==> config.mk <==
export PLATFORM = sky130hd
export DESIGN_NAME = burst_seq
export DESIGN_NICKNAME = d
export VERILOG_FILES = /design/src/rtl/burst_seq.sv
export SDC_FILE = /design/constraint.sdc
export NUM_CORES = 1
export LEC_CHECK = 0
export ABC_CLOCK_PERIOD_IN_PS = 1500
export BUFFER_PORTS_ARGS = -buffer_cell sky130_fd_sc_hd__buf_2
export CORE_AREA = 2 2 39 41
export DETAILED_ROUTE_END_ITERATION = 10
export DIE_AREA = 0 0 41 43
export PLACE_DENSITY_LB_ADDON = 0.3
export SYNTH_ARGS = -nofsm -noshare
export SYNTH_HDL_FRONTEND = slang
export SYNTH_SLANG_ARGS = --single-unit
==> constraint.sdc <==
create_clock -name clk -period 1.5 [get_ports clk]
set_clock_uncertainty 0.2 [all_clocks]
set_input_delay 0.075 -clock clk [delete_from_list [all_inputs] [get_ports clk]]
set_output_delay 0.075 -clock clk [all_outputs]
set_load 0.05 [all_outputs]
==> src/rtl/burst_seq.sv <==
module burst_seq #(
  parameter int CNT_W = 2
) (
  input  logic             clk,
  input  logic             rst_n,
  input  logic             interleave_i,
  input  logic             stb_proc_i,
  input  logic             stb_ctrl_i,
  input  logic             adv_i,
  input  logic [CNT_W-1:0] addr_i,
  output logic [CNT_W-1:0] addr_o,
  output logic             wrap_o
);
  localparam logic [CNT_W-1:0] LAST = '1;

  logic [CNT_W-1:0] start_q;
  logic [CNT_W-1:0] beat_q;
  logic             load;

  assign load = stb_proc_i | stb_ctrl_i;

  always_ff @(posedge clk) begin
    if (!rst_n) begin
      start_q <= '0;
      beat_q  <= '0;
    end else if (load) begin
      start_q <= addr_i;
      beat_q  <= '0;
    end else if (adv_i) begin
      beat_q  <= beat_q + 1'b1;
    end
  end

  assign addr_o = interleave_i ? (start_q ^ beat_q) : (start_q + beat_q);
  assign wrap_o = (beat_q == LAST);
endmodule


==> summary.md <==
### Synthesis
* 208 um^2 — area of the mapped netlist
* 0 — count of yosys warnings during synthesis
* 0.386 — register area share after synthesis
* 4 — post-synthesis sequential element count
* 9 — number of distinct library cells after synthesis
* 29 — post-synthesis net count
* 10.9 um^2 — Avg Inst Size Synth
* 19 — Post-Synthesis Cells

### Clock tree
* 1 — H-tree Lvls
* 0.23 ns — clk_lat worst skew
* clkbuf_4 — Clk Tree Root Cell
* 3 — Inserted Clock Buffers
* done — TritonCTS clock tree
* 4 — number of sinks handled by clock tree synthesis
* 0.04 ns — clock-pin slew on the worst setup and hold paths
* 2 — Max Buffers Root-to-Sink

### Global route
* 212 — via count of the first global-routing pass
* 807 um — wire length of the first global-routing pass
* met2 — busiest layer in global routing
* 0.0777 — GR Layer Usage met1
* 0.0785 — met3 layer usage reported by global route
* 0 — grt ovf
* 0 — initial antenna violation count
* 0.100 — global routing usage on met2
* 0.0714 — GRT Resource Usage Total
* 7 — pin count of the biggest net entering global routing

### Placed design
* 285 um^2 — area of placed instances
* 45 — total placed cells including tap cells
* 0.673 — weighted congestion at the end of routability-driven global placement
* 10 — quantity of I/O buffers inserted on ports

### Final layout
* 156 — number of filler cells placed in the layout
* 9 x buf_2, 6 x dlygate4sd3_1, 3 x clkbuf_4 — leading cell types in the layout, fill and taps excluded
* 89.8% — signed area change from the synthesized netlist to the final layout
* 51 — count of nets after finishing
* 0 — count of antenna diodes in the layout
* 55 — final non-filler cell total
* buf_2 — most common cell after layout, fill and taps aside
* 82.6 um^2 — FF+latch area
* 0.487 — share of cells above drive strength 1
* 394 um^2 — Layout Cell Area excl Fill
* 145 um^2 — footprint of the multi-input gates

### Run status
* completed — result of the run

### Floorplanning
* 43 um — vertical die dimension
* 41 um — DIE WIDTH
* 1760 um^2 — area of the die
* 11 — number of I/O pins
* 14 — number of rows in the core area
* 0.150 — Starting Density
* 1380 um^2 — core region area

### Routing
* 0 — DRC errors left
* 223 — vias after detailed routing
* 0 — ANT nets after route
* 8.87 um — Avg WL per Cell
* 488 um — post-detailed-routing wire length
* 1 — DR iter-0 viols
* 2 — DRT Pass-1 Iters
* 4.05 — via-per-instance ratio

### Timing
* 0.699 GHz — Fmax achieved
* 0.954 — final period utilization
* 0 ns — total negative slack
* 0 — final hold vios
* 0.255 ns — Least-Margin Pin Slew
* 0.829 — worst slew margin relative to its limit
* 0 — final setup violation count
* false — unrepaired setup endpoints after global routing
* 0 — number of pins exceeding their max-slew limit in the final report
* 1.43 ns — Final Critical Period

### Critical path
* primary output — type of destination of the critical path
* register — nature of the critical path startpoint
* beat_q[0] — critical register-to-register path startpoint
* reg2out — critical path type
* beat_q[0] — worst setup path startpoint
* 1.16 ns — data arrival time of the critical path
* 2 — Worst Path Max Fanout
* 1.22 ns — required time at the worst-slack endpoint

### Power
* 792 nW/um^2 — areal power density over the cells
* 0.172 nW — total leakage power
* 0.578 mV — Max rail drop VDD

### Run
* 0 — # Max-Cap Violations

### Hold path
* start_q[0] — startpoint of the tightest hold check path
* reg2reg — path type of the worst min-delay path

-- cell families after synthesis --
logic type | Yosys count | synth area share
AND/OR/NAND/NOR | 5 | 0.199
adder cells (fa/ha/maj) | 2 | 0.120
flip-flops | 4 | 0.386
multiplexers | 1 | 0.0482
AO/OA/AOI/OAI | 4 | 0.120
XOR/XNOR | 3 | 0.127
-- power breakdown --
group	internal (mW)	switching, mW
sequential	0.112	0.00232
combinational	0.0341	0.0328
clock	0.0893	0.0419
-- metal layers --
| metal | share of wire | up-vias |
|---|---|---|
| met3 | 0.13 | 0 |
| met4 | 0 | 0 |
| met2 | 0.49 | 9 |
| li1 | - | 112 |
| met5 | 0 | - |
| met1 | 0.38 | 102 |
-- cell usage after synthesis, drive strengths merged --
library cell	number	share of area
ha	2	0.12
xnor2	3	0.13
dfxtp	4	0.39
a21boi	2	0.072
o21ai	2	0.048
nor2b	1	0.030
nor4b	2	0.084
mux2i	1	0.048
or3b	2	0.084
-- area by class of cell --
class / instances / share of cell area
clock buffer: 3 / 0.0571
timing repair buffer: 17 / 0.314
multi-input combinational: 15 / 0.368
sequential: 4 / 0.210
tap: 16 / 0.0508
-- per-stage QoR --
step / power (mW) / hold slack [ns] / worst slack [ns] / utilization
after floorplan: 0.148 / -0.0486 / 0.104 / -
after global placement: 0.166 / 0.119 / 0.126 / 0.206
after detailed placement: 0.166 / 0.121 / 0.0942 / 0.206
after CTS: 0.318 / 0.347 / 0.0128 / 0.273
after global routing: 0.340 / 0.374 / 0.0000356 / 0.285
final: 0.312 / 0.352 / 0.0688 / 0.285
-- critical path, cell delays in order (launching register included) --
cell and delay, ns:
dfxtp_2 0.32, ha_2 0.16, nor2b_4 0.15, xnor2_2 0.12, buf_6 0.17
-- registers in the layout (all words and copies together) (netlist names) --
| signal | flops |
|---|---|
| start_q | 2 |
| beat_q | 2 |
-- final timing paths --
| check | end | slack (ns) | cells past startpoint |
|---|---|---|---|
| worst max-delay path | addr_o[1] | 0.07 | 4 |
| worst min-delay path | start_q[0] | 0.35 | 2 |
| worst max register to register | beat_q[1] | 0.21 | 4 |
| worst min register to register | start_q[0] | 0.35 | 2 |
-- timing repair --
item / 4_1_cts / 5_1_grt
setup buffers: 0 / 1
hold endpoints to repair: 4 / 0
cloned: 0 / 0
hold buffers: 6 / 0
endpoints found under the setup margin: 1 / 1
resized for setup: 4 / 3
No activity file was read; power rests on OpenSTA's default activity.
